$ cat src/rtl/scan_irq_pkg.sv
package scan_irq_pkg;

  typedef enum logic [1:0] {
    VAR_OLD_RISE = 2'd0,
    VAR_NEW_RISE = 2'd1,
    VAR_FALL_DLY = 2'd2,
    VAR_NEW_ALT  = 2'd3
  } variant_e;

  typedef enum logic [1:0] {
    REG_LATCH   = 2'd0,
    REG_RELOAD  = 2'd1,
    REG_DISABLE = 2'd2,
    REG_ENABLE  = 2'd3
  } reg_sel_e;

  localparam logic [2:0] GRP_COUNT = 3'b110;
  localparam logic [2:0] GRP_IRQ   = 3'b111;

endpackage

$ cat src/rtl/a12_edge_filter.sv
module a12_edge_filter #(
  parameter int FILT_CYC = 3,
  parameter int FALL_DLY = 2
) (
  input  logic clk,
  input  logic rst_n,
  input  logic a12_in,
  input  logic use_fall,
  output logic tick_o
);
  localparam int RW = $clog2(FILT_CYC + 1);
  localparam logic [RW-1:0] RUN_FULL = RW'(FILT_CYC);

  logic          a12_q, a12_d;
  logic [RW-1:0] run_q, run_d;
  logic          rise_q, rise_d;
  logic          fall_q, fall_d;
  logic          fall_late;
  logic          changed, long_enough;

  always_comb begin
    changed     = a12_in != a12_q;
    long_enough = run_q >= RUN_FULL;
    a12_d       = a12_in;
    rise_d      = changed &  a12_in & long_enough;
    fall_d      = changed & ~a12_in & long_enough;
    if (changed)          run_d = RW'(1);
    else if (long_enough) run_d = run_q;
    else                  run_d = run_q + RW'(1);
  end

  always_ff @(posedge clk or negedge rst_n) begin
    if (!rst_n) begin
      a12_q  <= 1'b0;
      run_q  <= RUN_FULL;
      rise_q <= 1'b0;
      fall_q <= 1'b0;
    end else begin
      a12_q  <= a12_d;
      run_q  <= run_d;
      rise_q <= rise_d;
      fall_q <= fall_d;
    end
  end

  generate
    if (FALL_DLY == 0) begin : g_no_delay
      assign fall_late = fall_q;
    end else begin : g_delay
      logic [FALL_DLY-1:0] dly_q, dly_d;
      always_comb begin
        dly_d[0] = fall_q;
        for (int i = 1; i < FALL_DLY; i++) dly_d[i] = dly_q[i-1];
      end
      always_ff @(posedge clk or negedge rst_n) begin
        if (!rst_n) dly_q <= '0;
        else        dly_q <= dly_d;
      end
      assign fall_late = dly_q[FALL_DLY-1];
    end
  endgenerate

  assign tick_o = use_fall ? fall_late : rise_q;

  // a qualified edge needs a settled level, so ticks never come back to back
  assert_tick_spacing_R6: assert property (@(posedge clk) disable iff (!rst_n)
    tick_o |=> !tick_o);

endmodule

$ cat src/rtl/scan_counter.sv
module scan_counter #(
  parameter int CNT_W = 8
) (
  input  logic             clk,
  input  logic             rst_n,
  input  logic             tick,
  input  logic [CNT_W-1:0] latch_val,
  input  logic             reload_wr,
  input  logic             old_mode,
  output logic             hit_o
);
  logic [CNT_W-1:0] cnt_q, cnt_d;
  logic             pend_q, pend_d;
  logic             hit_q, hit_d;
  logic             from_reload;

  always_comb begin
    cnt_d       = cnt_q;
    pend_d      = pend_q;
    from_reload = 1'b0;
    if (tick) begin
      if (cnt_q == '0 || pend_q) begin
        cnt_d       = latch_val;
        pend_d      = 1'b0;
        from_reload = 1'b1;
      end else begin
        cnt_d = cnt_q - CNT_W'(1);
      end
    end
    if (reload_wr) pend_d = 1'b1;
    hit_d = tick && (cnt_d == '0) && !(old_mode && from_reload);
  end

  always_ff @(posedge clk or negedge rst_n) begin
    if (!rst_n) begin
      cnt_q  <= '0;
      pend_q <= 1'b0;
      hit_q  <= 1'b0;
    end else begin
      cnt_q  <= cnt_d;
      pend_q <= pend_d;
      hit_q  <= hit_d;
    end
  end

  assign hit_o = hit_q;

  // a hit is only reported while the counter sits at zero
  assert_hit_at_zero_R3: assert property (@(posedge clk) disable iff (!rst_n)
    hit_q |-> cnt_q == '0);

  // in the old variant a hit always comes from a decrement out of 1
  assert_old_decrement_R4: assert property (@(posedge clk) disable iff (!rst_n)
    (old_mode && hit_q) |-> $past(cnt_q) == CNT_W'(1));

endmodule

$ cat src/rtl/irq_gate.sv
module irq_gate (
  input  logic clk,
  input  logic rst_n,
  input  logic hit,
  input  logic dis_wr,
  input  logic en_wr,
  input  logic jumper_off,
  output logic irq_n
);
  logic en_q, en_d;
  logic irq_n_q, irq_n_d;

  always_comb begin
    en_d = en_q;
    if (dis_wr)     en_d = 1'b0;
    else if (en_wr) en_d = 1'b1;

    irq_n_d = irq_n_q;
    if (hit && en_q && !jumper_off) irq_n_d = 1'b0;
    if (dis_wr || jumper_off)        irq_n_d = 1'b1;
  end

  always_ff @(posedge clk or negedge rst_n) begin
    if (!rst_n) begin
      en_q    <= 1'b0;
      irq_n_q <= 1'b1;
    end else begin
      en_q    <= en_d;
      irq_n_q <= irq_n_d;
    end
  end

  assign irq_n = irq_n_q;

  // a disable write releases the line on the next clock
  assert_disable_quiet_R8: assert property (@(posedge clk) disable iff (!rst_n)
    dis_wr |=> irq_n);

  // with interrupts disabled the line stays released
  assert_off_stays_high_R8: assert property (@(posedge clk) disable iff (!rst_n)
    !en_q |-> irq_n);

  // the jumper forces the line high from the next clock
  assert_jumper_quiet_R9: assert property (@(posedge clk) disable iff (!rst_n)
    jumper_off |=> irq_n);

  // the line only falls after a counter hit
  assert_fall_needs_hit_R5: assert property (@(posedge clk) disable iff (!rst_n)
    $fell(irq_n) |-> $past(hit));

endmodule

$ cat src/rtl/scanline_irq_unit.sv
module scanline_irq_unit #(
  parameter int DATA_W   = 8,
  parameter int FILT_CYC = 3,
  parameter int FALL_DLY = 2
) (
  input  logic              clk,
  input  logic              rst_n,
  input  logic [1:0]        variant_sel,
  input  logic              wr_en,
  input  logic [2:0]        cpu_a_top,
  input  logic              cpu_a0,
  input  logic [DATA_W-1:0] cpu_data,
  input  logic              ppu_a12,
  input  logic              irq_jumper_off,
  output logic              irq_n
);
  import scan_irq_pkg::*;

  logic              rst_meta_q, rst_sync_q;
  logic              wr_latch, wr_reload, wr_dis, wr_en_irq;
  logic [DATA_W-1:0] latch_q, latch_d;
  logic              old_mode, fall_mode;
  logic              tick, hit;
  variant_e          variant;
  reg_sel_e          sel;

  // asynchronous assert, synchronous release
  always_ff @(posedge clk or negedge rst_n) begin
    if (!rst_n) begin
      rst_meta_q <= 1'b0;
      rst_sync_q <= 1'b0;
    end else begin
      rst_meta_q <= 1'b1;
      rst_sync_q <= rst_meta_q;
    end
  end

  always_comb begin
    variant   = variant_e'(variant_sel);
    old_mode  = variant == VAR_OLD_RISE;
    fall_mode = variant == VAR_FALL_DLY;

    sel       = reg_sel_e'({cpu_a_top[0], cpu_a0});
    wr_latch  = 1'b0;
    wr_reload = 1'b0;
    wr_dis    = 1'b0;
    wr_en_irq = 1'b0;
    if (wr_en && (cpu_a_top == GRP_COUNT || cpu_a_top == GRP_IRQ)) begin
      unique case (sel)
        REG_LATCH:   wr_latch  = 1'b1;
        REG_RELOAD:  wr_reload = 1'b1;
        REG_DISABLE: wr_dis    = 1'b1;
        REG_ENABLE:  wr_en_irq = 1'b1;
        default:     ;
      endcase
    end

    latch_d = wr_latch ? cpu_data : latch_q;
  end

  always_ff @(posedge clk or negedge rst_sync_q) begin
    if (!rst_sync_q) latch_q <= '0;
    else             latch_q <= latch_d;
  end

  a12_edge_filter #(
    .FILT_CYC (FILT_CYC),
    .FALL_DLY (FALL_DLY)
  ) i_filter (
    .clk      (clk),
    .rst_n    (rst_sync_q),
    .a12_in   (ppu_a12),
    .use_fall (fall_mode),
    .tick_o   (tick)
  );

  scan_counter #(
    .CNT_W (DATA_W)
  ) i_counter (
    .clk       (clk),
    .rst_n     (rst_sync_q),
    .tick      (tick),
    .latch_val (latch_q),
    .reload_wr (wr_reload),
    .old_mode  (old_mode),
    .hit_o     (hit)
  );

  irq_gate i_gate (
    .clk        (clk),
    .rst_n      (rst_sync_q),
    .hit        (hit),
    .dis_wr     (wr_dis),
    .en_wr      (wr_en_irq),
    .jumper_off (irq_jumper_off),
    .irq_n      (irq_n)
  );

  // register strobes are mutually exclusive
  assert_one_strobe_R10: assert property (@(posedge clk) disable iff (!rst_sync_q)
    $onehot0({wr_latch, wr_reload, wr_dis, wr_en_irq}));

endmodule

$ cat config.mk
export PLATFORM = sky130hd
export DESIGN_NAME = scanline_irq_unit
export DESIGN_NICKNAME = d
export VERILOG_FILES = /design/src/rtl/scan_irq_pkg.sv /design/src/rtl/a12_edge_filter.sv /design/src/rtl/scan_counter.sv /design/src/rtl/irq_gate.sv /design/src/rtl/scanline_irq_unit.sv
export SDC_FILE = /design/constraint.sdc
export NUM_CORES = 1
export LEC_CHECK = 0
export ABC_AREA = 1
export BUFFER_PORTS_ARGS = -buffer_cell sky130_fd_sc_hd__buf_4
export CORE_MARGIN = 2
export CORE_UTILIZATION = 57
export CTS_CLUSTER_SIZE = 25
export DETAILED_ROUTE_END_ITERATION = 7
export PLACE_DENSITY = 0.87
export SYNTH_ARGS = -nofsm -noshare
export SYNTH_HDL_FRONTEND = slang
export SYNTH_HIERARCHICAL = 1
export SYNTH_SLANG_ARGS = --single-unit
$ cat constraint.sdc
create_clock -name clk -period 1 [get_ports clk]
set_input_delay 0.1 -clock clk [delete_from_list [all_inputs] [get_ports clk]]
set_output_delay 0.1 -clock clk [all_outputs]
set_load 0.01 [all_outputs]
Word-level counts from Yosys, hierarchy flattened
Index checks and enable logic that the tools add are counted.

word-level totals
  bits of input ports = 19
  output and inout port bits = 1
  word-level logic and storage cells = 71
  bits in registers = 29

operators by class
  mux-type cells = 22
  add/sub/neg operators = 2
  reduce and logical (&&, ||, !) cells = 20
  $lt $le $gt $ge = 1
  bitwise gates (word level) = 5
  eq/ne operators = 8

operators with widths
  kind                 count
  $mux 1               18
  $logic_not 8->1      2
  $mux 8               2
  $reduce_bool 2->1    4
  $sub 8x1->8 const B  1
  $eq 2x2->1 const B   3
  $eq 3x3->1 const B   2
  $logic_and 1x1->1    6
  $and 1x1->1          4
  $logic_not 2->1      2
  $mux 2               2
  $logic_or 1x1->1     3
  $add 2x1->2 const B  1
  $eq 2x1->1 const B   1
  $ge 2x2->1 const B   1
  $logic_not 1->1      2
  $ne 2x1->1 const B   1
  $reduce_and 2->1     1
  $ne 1x1->1           1
  $not 1->1            1

Depth between registers and ports, before layout
Gate-level depths: netlist of the first run.

  depth after elaboration = 7
  gate-level depth with buffers = 12
  depth with buffers taken out = 11

Hierarchy
The synthesis of the first run kept the hierarchy.

modules (own cells, without submodules)
  module             times used  area each (um^2)  cells each
  scan_counter       1           782.0             106
  scanline_irq_unit  1           436.7             49
  a12_edge_filter    1           287.8             28
  irq_gate           1           73.8              8

Worst setup path before layout of the first run
OpenSTA, ideal clock, no wires.

  kind = register to register
  start = reg i_counter.cnt_q[0]
  end = reg i_counter.hit_q (netlist: i_counter/hit_o)
  cell stages (with the launch flop) = 13
  setup time = 114 ps
  arrival time = 1432 ps
  path slack = -546 ps
  path through = dfrtp_1 -> inv_1 -> ha_1 -> nand2_1 -> nor2_4 -> nor2_4 -> buf_6 -> nand2_2 -> nand2_2 -> nor2_1 -> nor2_1 -> nand3_1 -> nor2_1

between the ends
  cells in the longest elaborated chain, start to end = 7
  elaborated cells between the ends (all ways) = 12
  classes of those cells = 1 x add/sub; 4 x mux; 7 x reduce/logical

RTL lines
  what                                                 line                RTL
  start, declared                                      scan_counter.sv:12  logic [CNT_W-1:0] cnt_q, cnt_d;
  start signal, assigned                               scan_counter.sv:40  cnt_q <= cnt_d;
  branches (longest 6 deep; another with $sub 8x1->8)  --
  $logic_and 1x1->1 *                                  scan_counter.sv:31  hit_d = tick && (cnt_d == '0) && !(old_mode && from_reload);
  net i_counter.hit_d                                  scan_counter.sv:14  logic hit_q, hit_d;
  end signal, assigned                                 scan_counter.sv:42  hit_q <= hit_d;
  end, declared                                        scan_counter.sv:14

Mark *: on every way through the listed nets, which the timed path passes.
A chain may end at the register's enable or synchronous reset.

Worst setup path after layout of the first run
Ends and elaborated chain as after synthesis.

==> results of run 1 <==
[synthesized netlist by cell type (2+ instances only)]
| master | n | share of area |
|---|---|---|
| o21bai_1 | 2 | 0.0095 |
| nand3_2 | 3 | 0.019 |
| nor2_4 | 6 | 0.043 |
| nand2_2 | 10 | 0.040 |
| nor2_1 | 15 | 0.036 |
| o21ai_1 | 2 | 0.0063 |
| dfrtp_1 | 26 | 0.41 |
| nand2_4 | 2 | 0.014 |
| dfstp_2 | 3 | 0.050 |
| inv_1 | 24 | 0.057 |
| o21ai_0 | 2 | 0.0063 |
| nor3_1 | 3 | 0.0095 |
| nand4_1 | 3 | 0.012 |
| ha_1 | 5 | 0.040 |
| nor2_2 | 2 | 0.0079 |
| nand3_1 | 18 | 0.057 |
| nand2_1 | 56 | 0.13 |
[registers in the layout, summed over array words and instances (netlist names)]
register,cells
i_filter/run_q,2
rst_meta_q,1
rst_sync_q,1
latch_q,8
i_filter/fall_q,1
i_filter/a12_q,1
i_counter/pend_q,1
i_gate/irq_n,1
i_filter/g_delay.dly_q,2
i_gate/en_q,1
i_counter/cnt_q,8
i_counter/hit_o,1
i_filter/rise_q,1
[worst max path at each step]
stage                                   from               to  slack (ns)  cells past startpoint
after floorplan           i_counter/cnt_q[0]  i_counter/hit_o       -0.40                     12
after detailed placement  i_counter/cnt_q[1]  i_counter/hit_o       -0.57                     12
after global placement    i_counter/cnt_q[1]  i_counter/hit_o       -0.50                     12
after global routing      i_counter/cnt_q[1]  i_counter/hit_o       -0.76                     11
final                     i_counter/cnt_q[0]  i_counter/hit_o       -0.74                     11
after CTS                 i_counter/cnt_q[5]  i_counter/hit_o       -0.50                     11
[worst reg2reg max path, delay by kind of cell, from the launching register on]
family | cells | cell delay (ns)
and+or+nand+nor | 5 | 0.54
DFF | 1 | 0.38
buffers and inverters | 3 | 0.34
adders and majority gates | 1 | 0.16
AOI/OAI and AO/OA | 2 | 0.27
[power breakdown]
part	switching (mW)	leakage [nW]	total, mW	internal (mW)
Combinational	1.96	0.775	3.62	1.66
Sequential	0.310	0.360	1.81	1.50
Clock	0.458	0.0320	0.726	0.267
Total	2.73	1.17	6.15	3.42
[cell families (layout without fill, tap and decap cells)]
| kind of cell | after synthesis | in the layout |
|---|---|---|
| compound gates | 9 | 9 |
| xor+xnor | 2 | 2 |
| other cells | 1 | 1 |
| simple gates | 118 | 118 |
| fa+ha+maj | 5 | 5 |
| buf+inv | 27 | 90 |
| flops | 29 | 29 |
[final cells by class]
class                           count  area, um2
Clock inverter                      2       10.0
Inverter                           25       93.8
Timing Repair Buffer               57        490
Fill cell                         119        427
Multi-Input combinational cell    135        856
Tap cell                           31       38.8
Sequential cell                    29        729
Clock buffer                        6       41.3
[metrics by stage]
stage                     total power, mW  std cells  hold WS [ns]  setup TNS, ns
after floorplan                      3.39        191        -0.196          -2.24
after global placement               4.24        259        -0.118          -2.93
after detailed placement             4.37        259        -0.115          -3.53
after CTS                            5.54        280       0.00785          -3.38
after global routing                 6.41        285        0.0133          -5.15
final                                6.15        285        0.0128          -4.71
[metal layers]
layer  up-vias  wire (um)  track usage
met5         -          0            0
met4         0        385        0.201
met3        55        593       0.0760
met2       172       2590        0.528
met1       786       1980        0.383
li1        715          -            -
[timing repair]
item                                    4_1_cts  5_1_grt
pin swaps                                    16       15
setup buffers                                 7        4
gates cloned                                  1        0
hold buffers                                  5        1
hold endpoints to repair                      6        1
resized for setup                            19       18
endpoints found under the setup margin       15       13
==> flow_summary.yaml, run 1 <==
floorplanning:
  initial_utilization: 0.588
  die_w_um: 56.7
  coreArea_mm2: 0.00269
  die_area_mm2: 0.00321
  die_h_um: 56.7
  std_cell_rows: 19
  ios: 20
drt:
  drtIter0Drc: 112
  ant_nets: 0
  vias: 1728
  drc: 0
  via_per_inst: 6.06
  drtPass1Iterations: 6
  wire_per_inst_um: 19.5
  routed_wl_mm: 5.55
setup_path:
  reg2reg_depth: 11
  path_cells: "inv_2 > ha_4 > nand2_4 > o21ai_4 > buf_6 > buf_4 > a21oi_1 > nand2_1 > nor2_1 > nand3_1 > nor2_2"
  slowest_stage: "dfrtp_1"
  reg2reg_to: "i_counter/hit_o"
  r2r_setup_slack_ns: -0.74
  cp-start-kind: "flip-flop"
  cp_top_family: "simple AND/OR/NAND/NOR gates"
  max_stage_delay_ns: 0.38
  end_kind: "flip-flop"
  cp_max_fo: 7
  cp.required_ns: 1.28
  crit_arrival_ns: 2.02
  r2r-start: "i_counter/cnt_q[0]"
  worstSetupPathType: "flip-flop to flip-flop"
  path_buf_inv: 3
yosys:
  synth_top_family_by_area: "simple AND/OR/NAND/NOR gates"
  avgSynthCellArea_um2: 8.27
  synth-simple-area-share: 0.371
  netlist_area_mm2: 0.00158
  synth-adder-area-share: 0.0396
  muxShareOfSynthArea: 0
  yosys.area_share.xor_xnor: 0.0111
  yosys.cell_types.count: 26
  synthFlopType: "dfrtp_1"
  synth_compound_area_frac: 0.0435
  synthArstFlopShare: 1.00
  yosysWarningCount: 6
  yosysSeqAreaShare: 0.462
  syn-num-nets: 215
  synthCells: 191
  synth-edff-count: 0
  yosys_register_bits: 29
grt:
  antenna_found_initial: 0
  grt_pass1_vias: 1625
  grt_pass1_wl_mm: 7.58
  grt-ovfl-total: 0
  grt_use_total: 0.324
  grt_max_degree: 28
clocking:
  clkTransAtPathRegs_ns: 0.10
  cts.path.max_buffers: 2
  cts_made_buffers: 5
  cts_htree_levels: 2
  cts.sinks: 29
  root_buffer: "clkbuf_4"
  tritoncts: "done"
  clock_latency_ns: 0.35
final_layout:
  fin_util: 0.841
  fin_area_mm2: 0.00226
  area_delta_synth_final_pct: 43.0
  num-nets-final: 277
  drive_above_1_share: 0.445
  final_common_cell: "nand2_1"
  layout_common_cells: "nand2_1 (48), buf_4 (43), dfrtp_1 (26)"
  n_antenna_cell: 0
timing:
  period_share: 1.74
  period_minus_slack_ns: 1.74
  rsz0062_at_grt: "yes"
  finalWorstSetupSlack_ns: -0.743
  max_freq_ghz: 0.574
  finalHoldViolCount: 0
  slew_viol_final: 0
  fin_worst_skew_ns: 0.00617
  setup_violations: 14
status:
  violations: "negative setup slack"
  status: "finished, violations left"
worst_hold_path:
  min_delay_path_depth: 3
  hold_class: "input pin to flip-flop"
  min_from: "cpu_data[3]"
  whs_endpoint: "latch_q[3]"
power:
  p_leak_nw: 1.17
  power_density_mw_per_mm2: 2720
  peakVddDrop_uv: 2340
place:
  gp_congestion: 0.827
  dp_slack_ns: -0.566
  dpl.hpwl_mm: 2.57
  place.port_buffers: 19
  postPlaceCellArea_mm2: 0.00194
job:
  max-cap-violations: 0
Note: power is estimated with default switching activity, not from simulation.
==> run 2, diff against run 1 <==
--- a/config.mk
+++ b/config.mk
@@ -11,7 +11,7 @@
 export CORE_UTILIZATION = 57
 export CTS_CLUSTER_SIZE = 25
 export DETAILED_ROUTE_END_ITERATION = 7
-export PLACE_DENSITY = 0.87
+export PLACE_DENSITY = 0.78
 export SYNTH_ARGS = -nofsm -noshare
 export SYNTH_HDL_FRONTEND = slang
 export SYNTH_HIERARCHICAL = 1
==> flow_summary.yaml, run 2 (same netlist as run 1, synthesis figures left out) <==
status:
  status: "finished, violations left"
  violations: "negative setup slack"
final_layout:
  layout_common_cells: "nand2_1 (51), buf_4 (38), dfrtp_1 (25)"
  area_delta_synth_final_pct: 36.7
  n_antenna_cell: 0
  multi_input_area_um2: 847
  largestRegisters: "i_counter/cnt_q: 8 flops, latch_q: 8 flops"
  regArea_um2: 731
  drive_above_1_share: 0.404
  num-nets-final: 268
  final_common_cell: "nand2_1"
  fin_area_mm2: 0.00216
  fill_cells: 162
  fin_util: 0.804
grt:
  grt_pass1_vias: 1467
  grt-ovfl-total: 0
  grt_pass1_wl_mm: 6.24
  grt_use_total: 0.253
  grt_max_degree: 28
  antenna_found_initial: 0
clocking:
  cts_htree_levels: 2
  root_buffer: "clkbuf_4"
  tritoncts: "done"
  cts.sinks: 29
  clock_latency_ns: 0.32
  clkTransAtPathRegs_ns: 0.09
  cts.path.max_buffers: 2
  cts_made_buffers: 5
setup_path:
  cp-start-kind: "flip-flop"
  cp_top_family: "simple AND/OR/NAND/NOR gates"
  crit_arrival_ns: 1.82
  path_buf_inv: 1
  crit_top_cell: "nor2_1"
  cp_max_fo: 4
  worstSetupPathType: "flip-flop to flip-flop"
  max_stage_delay_ns: 0.41
  end_kind: "flip-flop"
  path_cells: "inv_2 > ha_2 > nand2_1 > xor2_2 > nand2_2 > nand2_2 > nor2_1 > nor2_1 > nand3_1 > nor2_1"
  cp.required_ns: 1.26
  slowest_stage: "dfrtp_1"
job:
  max-cap-violations: 0
timing:
  period_minus_slack_ns: 1.56
  rsz0062_at_grt: "yes"
  finalHoldViolCount: 0
  fin_worst_skew_ns: 0.0137
  finalWorstSetupSlack_ns: -0.556
  setup_violations: 11
  max_freq_ghz: 0.642
  period_share: 1.56
  slew_viol_final: 0
floorplanning:
  die_w_um: 56.7
  coreArea_mm2: 0.00269
  std_cell_rows: 19
  ios: 20
  die_h_um: 56.7
  initial_utilization: 0.588
  die_area_mm2: 0.00321
power:
  netSwitchingPower_mw: 2.32
  power_switching_share: 0.416
  power_frac_comb: 0.553
  peakVddDrop_uv: 2260
  clkPwrFrac: 0.130
  p_leak_nw: 1.11
  seq_power_share: 0.317
  power_density_mw_per_mm2: 2580
  power.internal_mw: 3.26
place:
  postPlaceCellArea_mm2: 0.00194
  dpl.hpwl_mm: 2.37
  gp_congestion: 0.886
  place.port_buffers: 19
drt:
  ant_nets: 0
  via_per_inst: 5.15
  drtPass1Iterations: 4
  wire_per_inst_um: 13.2
  vias: 1421
  drc: 0
  drtIter0Drc: 68
  routed_wl_mm: 3.64
worst_hold_path:
  hold_class: "input pin to flip-flop"
==> run 2: changes by cell type in the layout (fill, tap and decap cells not counted), moves of 3 or more <==
cell and delta:
dlygate4sd3_1 -3, buf_4 -5, nand2_2 -3, nand2_1 +3, nor2_1 +4, nor2_2 -5
==> run 2: worst paths after layout <==
check	from	end	slack [ns]	cells after the start
worst min register to register	rst_sync_q	i_counter/cnt_q[3]	0.21	1
min in group asynchronous	rst_n	rst_meta_q	0.10	2
worst max-delay path	i_counter/cnt_q[1]	i_counter/hit_o	-0.56	10
max in group asynchronous	rst_sync_q	i_filter/run_q[0]	0.55	1
worst min-delay path	cpu_data[7]	latch_q[7]	0.01	3
worst max register to register	i_counter/cnt_q[1]	i_counter/hit_o	-0.56	10
==> run 2: repair_timing <==
action,4_1_cts,5_1_grt
hold buffers,3,0
pin swaps,8,10
hold endpoints to repair,4,0
setup buffers,0,2
resized for setup,18,12
endpoints found under the setup margin,12,13
gates cloned,1,1
==> run 2: metal layers <==
metal | global-route usage | vias to the layer above | wire length (um)
li1 | - | 702 | -
met1 | 0.319 | 669 | 1550
met2 | 0.414 | 39 | 1840
met3 | 0.0553 | 11 | 152
met4 | 0.116 | 0 | 94
met5 | 0 | - | 0
==> run 2: power by group through the flow <==
stage	Combinational, mW	Sequential, mW	Clock [mW]
final	3.08	1.77	0.728
after global routing	3.40	1.80	0.789
after CTS	2.86	1.77	0.753
after detailed placement	2.63	1.74	0
after global placement	2.50	1.72	0
after floorplan	1.63	1.76	0
==> run 2: layout make-up <==
class | count | area share
Clock buffer | 8 | 0.0272
Inverter | 25 | 0.0434
Multi-Input combinational cell | 136 | 0.392
Sequential cell | 29 | 0.338
Tap cell | 31 | 0.0180
Timing Repair Buffer | 47 | 0.181
==> run 2: per-stage QoR <==
| stage | instances | TNS (ns) | power [mW] | hold WS, ns | worst slack [ns] |
|---|---|---|---|---|---|
| 2_1_floorplan | 191 | -2.24 | 3.39 | -0.196 | -0.397 |
| 3_3_place_gp | 261 | -3.12 | 4.22 | -0.118 | -0.509 |
| 3_5_place_dp | 261 | -3.73 | 4.37 | -0.117 | -0.595 |
| 4_1_cts | 273 | -3.41 | 5.38 | 0.000263 | -0.555 |
| 5_1_grt | 276 | -4.39 | 5.99 | 0.0133 | -0.676 |
| 6_report | 276 | -3.59 | 5.58 | 0.0112 | -0.556 |
==> run 2: worst reg2reg max path, stage by stage, from the launching register on <==
cell and delay [ns]:
dfrtp_1 0.41, inv_2 0.09, ha_2 0.22, nand2_1 0.10
xor2_2 0.17, nand2_2 0.08, nand2_2 0.07, nor2_1 0.04
nor2_1 0.10, nand3_1 0.11, nor2_1 0.12
==> run 3, diff against run 2 <==
--- a/config.mk
+++ b/config.mk
@@ -5,13 +5,13 @@
 export SDC_FILE = /design/constraint.sdc
 export NUM_CORES = 1
 export LEC_CHECK = 0
-export ABC_AREA = 1
+export ABC_AREA = 0
 export BUFFER_PORTS_ARGS = -buffer_cell sky130_fd_sc_hd__buf_4
 export CORE_MARGIN = 2
-export CORE_UTILIZATION = 57
+export CORE_UTILIZATION = 56
 export CTS_CLUSTER_SIZE = 25
 export DETAILED_ROUTE_END_ITERATION = 7
-export PLACE_DENSITY = 0.78
+export PLACE_DENSITY = 0.77
 export SYNTH_ARGS = -nofsm -noshare
 export SYNTH_HDL_FRONTEND = slang
 export SYNTH_HIERARCHICAL = 1
==> flow_summary.yaml, run 3 <==
yosys:
  synth.largest_area_cell: "dfrtp_1"
  synthTopCellsByArea: "dfrtp_1 (45%), mux2_2 (7.8%), dfstp_2 (5.4%)"
  synthTopCellsByCount: "dfrtp_1 (26), inv_1 (10), mux2_2 (10), nor2_1 (9)"
  synthArstFlopShare: 1.00
  netlist.area_leader.share: 0.449
  yosysWarningCount: 6
  yosys_register_bits: 29
  synth-edff-count: 0
  synth_most_common_cell: "dfrtp_1"
  synthFlopType: "dfrtp_1"
  yosysSeqAreaShare: 0.503
  netlist_area_mm2: 0.00145
  syn-num-nets: 152
  yosys.cell_types.count: 43
  avgSynthCellArea_um2: 11.3
  synthCells: 128
clocking:
  cts.sinks: 29
  clkTransAtPathRegs_ns: 0.10
  cts.path.max_buffers: 2
  tritoncts: "done"
  root_buffer: "clkbuf_4"
  clock_latency_ns: 0.35
  cts_made_buffers: 5
  cts_htree_levels: 2
job:
  max-cap-violations: 0
timing:
  max_freq_ghz: 0.452
  fin_worst_skew_ns: 0.0114
  rsz0062_at_grt: "yes"
  timing.hold.ws_ns: 0.0203
  period_minus_slack_ns: 2.21
  finalWorstSetupSlack_ns: -1.21
  period_share: 2.21
  slew_viol_final: 0
  setup_violations: 15
  finalHoldViolCount: 0
grt:
  grt_pass1_vias: 1486
  grt_pass1_wl_mm: 7.24
  grt-ovfl-total: 0
  grt_max_degree: 16
  grt_use_total: 0.367
  antenna_found_initial: 0
drt:
  via_per_inst: 6.04
  wire_per_inst_um: 22.5
  ant_nets: 0
  routed_wl_mm: 5.30
  drtIter0Drc: 76
  vias: 1420
  drc: 0
  drtPass1Iterations: 4
floorplanning:
  ios: 20
  std_cell_rows: 18
  die_h_um: 54.9
  die_area_mm2: 0.00301
  die_w_um: 54.9
  initial_utilization: 0.590
  coreArea_mm2: 0.00245
place:
  dp.cells: 210
  place.port_buffers: 19
  gp_congestion: 0.885
  dpl.hpwl_mm: 2.61
status:
  status: "finished, violations left"
  violations: "negative setup slack"
setup_path:
  cp_max_fo: 5
  slowest_stage: "dfrtp_1"
  path_cells: "inv_2 > ha_4 > nor3b_4 > a21o_1 > nor4_2 > a311o_1 > nor4_2 > nor4b_2"
  cp.required_ns: 1.25
  crit_arrival_ns: 2.46
  cp-start-kind: "flip-flop"
  max_stage_delay_ns: 0.43
  crit_top_cell: "nor4_2"
  end_kind: "flip-flop"
  worstSetupPathType: "flip-flop to flip-flop"
final_layout:
  num-nets-final: 228
  layout.cells.non_filler: 235
  drive_above_1_share: 0.551
  n_antenna_cell: 0
  final_common_cell: "buf_4"
  layout_common_cells: "buf_4 (59), dfrtp_1 (24), dlygate4sd3_1 (10)"
  largestRegisters: "i_counter/cnt_q: 8 flops, latch_q: 8 flops"
  area_delta_synth_final_pct: 53.7
power:
  power_density_mw_per_mm2: 2560
  power_mw: 5.70
  peakVddDrop_uv: 2440
  p_leak_nw: 1.04
worst_hold_path:
  hold_class: "input pin to flip-flop"
[run 3: changes by cell type in the layout (fill, tap and decap cells not counted), moves of 4 or more]
| cell | change |
|---|---|
| nor2_4 | -10 |
| buf_4 | +21 |
| dlygate4sd3_1 | +7 |
| nand2_1 | -44 |
| mux2_2 | +8 |
| inv_1 | -14 |
| a21oi_1 | +5 |
| nand3_1 | -17 |
| nand2_2 | -14 |
| nor2_1 | -4 |
[run 3: repair_timing]
item,in CTS,in global routing
endpoints found under the hold margin,11,0
resized for setup,15,10
hold buffers,10,0
pin swaps,2,6
setup buffers,3,7
endpoints found under the setup margin,13,15
[run 3: cell families (layout without fill, tap and decap cells)]
group,Yosys count,after routing,share of synthesized area
AO/OA/AOI/OAI,27,27,0.126
XOR/XNOR,2,2,0.0121
adder cells (fa/ha/maj),5,5,0.0432
buffers and inverters,14,91,0.0466
flip-flops,29,29,0.503
multiplexers,12,12,0.0915
other,1,1,0.00259
AND/OR/NAND/NOR,38,38,0.174
[run 3: final timing paths]
check	slack (ns)	cells after the start	endpoint	startpoint
max	-1.21	8	i_counter/hit_o	i_counter/cnt_q[0]
min	0.02	2	latch_q[7]	cpu_data[7]
max reg2reg	-1.21	8	i_counter/hit_o	i_counter/cnt_q[0]
min reg2reg	0.08	0	latch_q[3]	rst_sync_q
max in group asynchronous	0.46	1	i_counter/cnt_q[3]	rst_sync_q
min in group asynchronous	0.08	0	latch_q[3]	rst_sync_q
[run 3: per-layer routing]
| layer | GRT usage | up-vias | wire length (um) |
|---|---|---|---|
| met3 | 0.0984 | 21 | 484 |
| met2 | 0.633 | 97 | 2660 |
| li1 | - | 605 | - |
| met4 | 0.204 | 0 | 180 |
| met1 | 0.406 | 697 | 1980 |
| met5 | 0 | - | 0 |
[run 3: critical path: cells and delay by family (launching register included)]
| kind | cells | cell delay [ns] |
|---|---|---|
| buf+inv | 1 | 0.10 |
| compound gates | 2 | 0.59 |
| simple gates | 4 | 0.88 |
| flops | 1 | 0.43 |
| fa+ha+maj | 1 | 0.14 |
[run 3: through the flow]
step           utilization  cell area (um2)  setup WS, ns  setup TNS, ns
2_1_floorplan            -             1500        -0.840          -4.66
3_3_place_gp         0.784             1930        -0.915          -6.24
4_1_cts              0.876             2150        -0.968          -6.51
3_5_place_dp         0.784             1930        -0.985          -7.01
5_1_grt              0.907             2230         -1.25          -8.74
6_report             0.907             2230         -1.21          -8.24
[run 3: layout make-up]
type	instances	area [um2]
well taps	30	37.5
clock inverters	3	17.5
flip-flops and latches	29	732
multi-input cells	85	774
repair buffers	73	588
clock buffers	5	37.5
fillers	91	228
inverters	10	40.0
[run 3: where the power goes]
group          internal [mW]  leakage, nW  switching, mW  total (mW)
combinational           1.64        0.663           1.44        3.09
sequential              1.51        0.347          0.385        1.89
clock                  0.264       0.0310          0.452       0.716
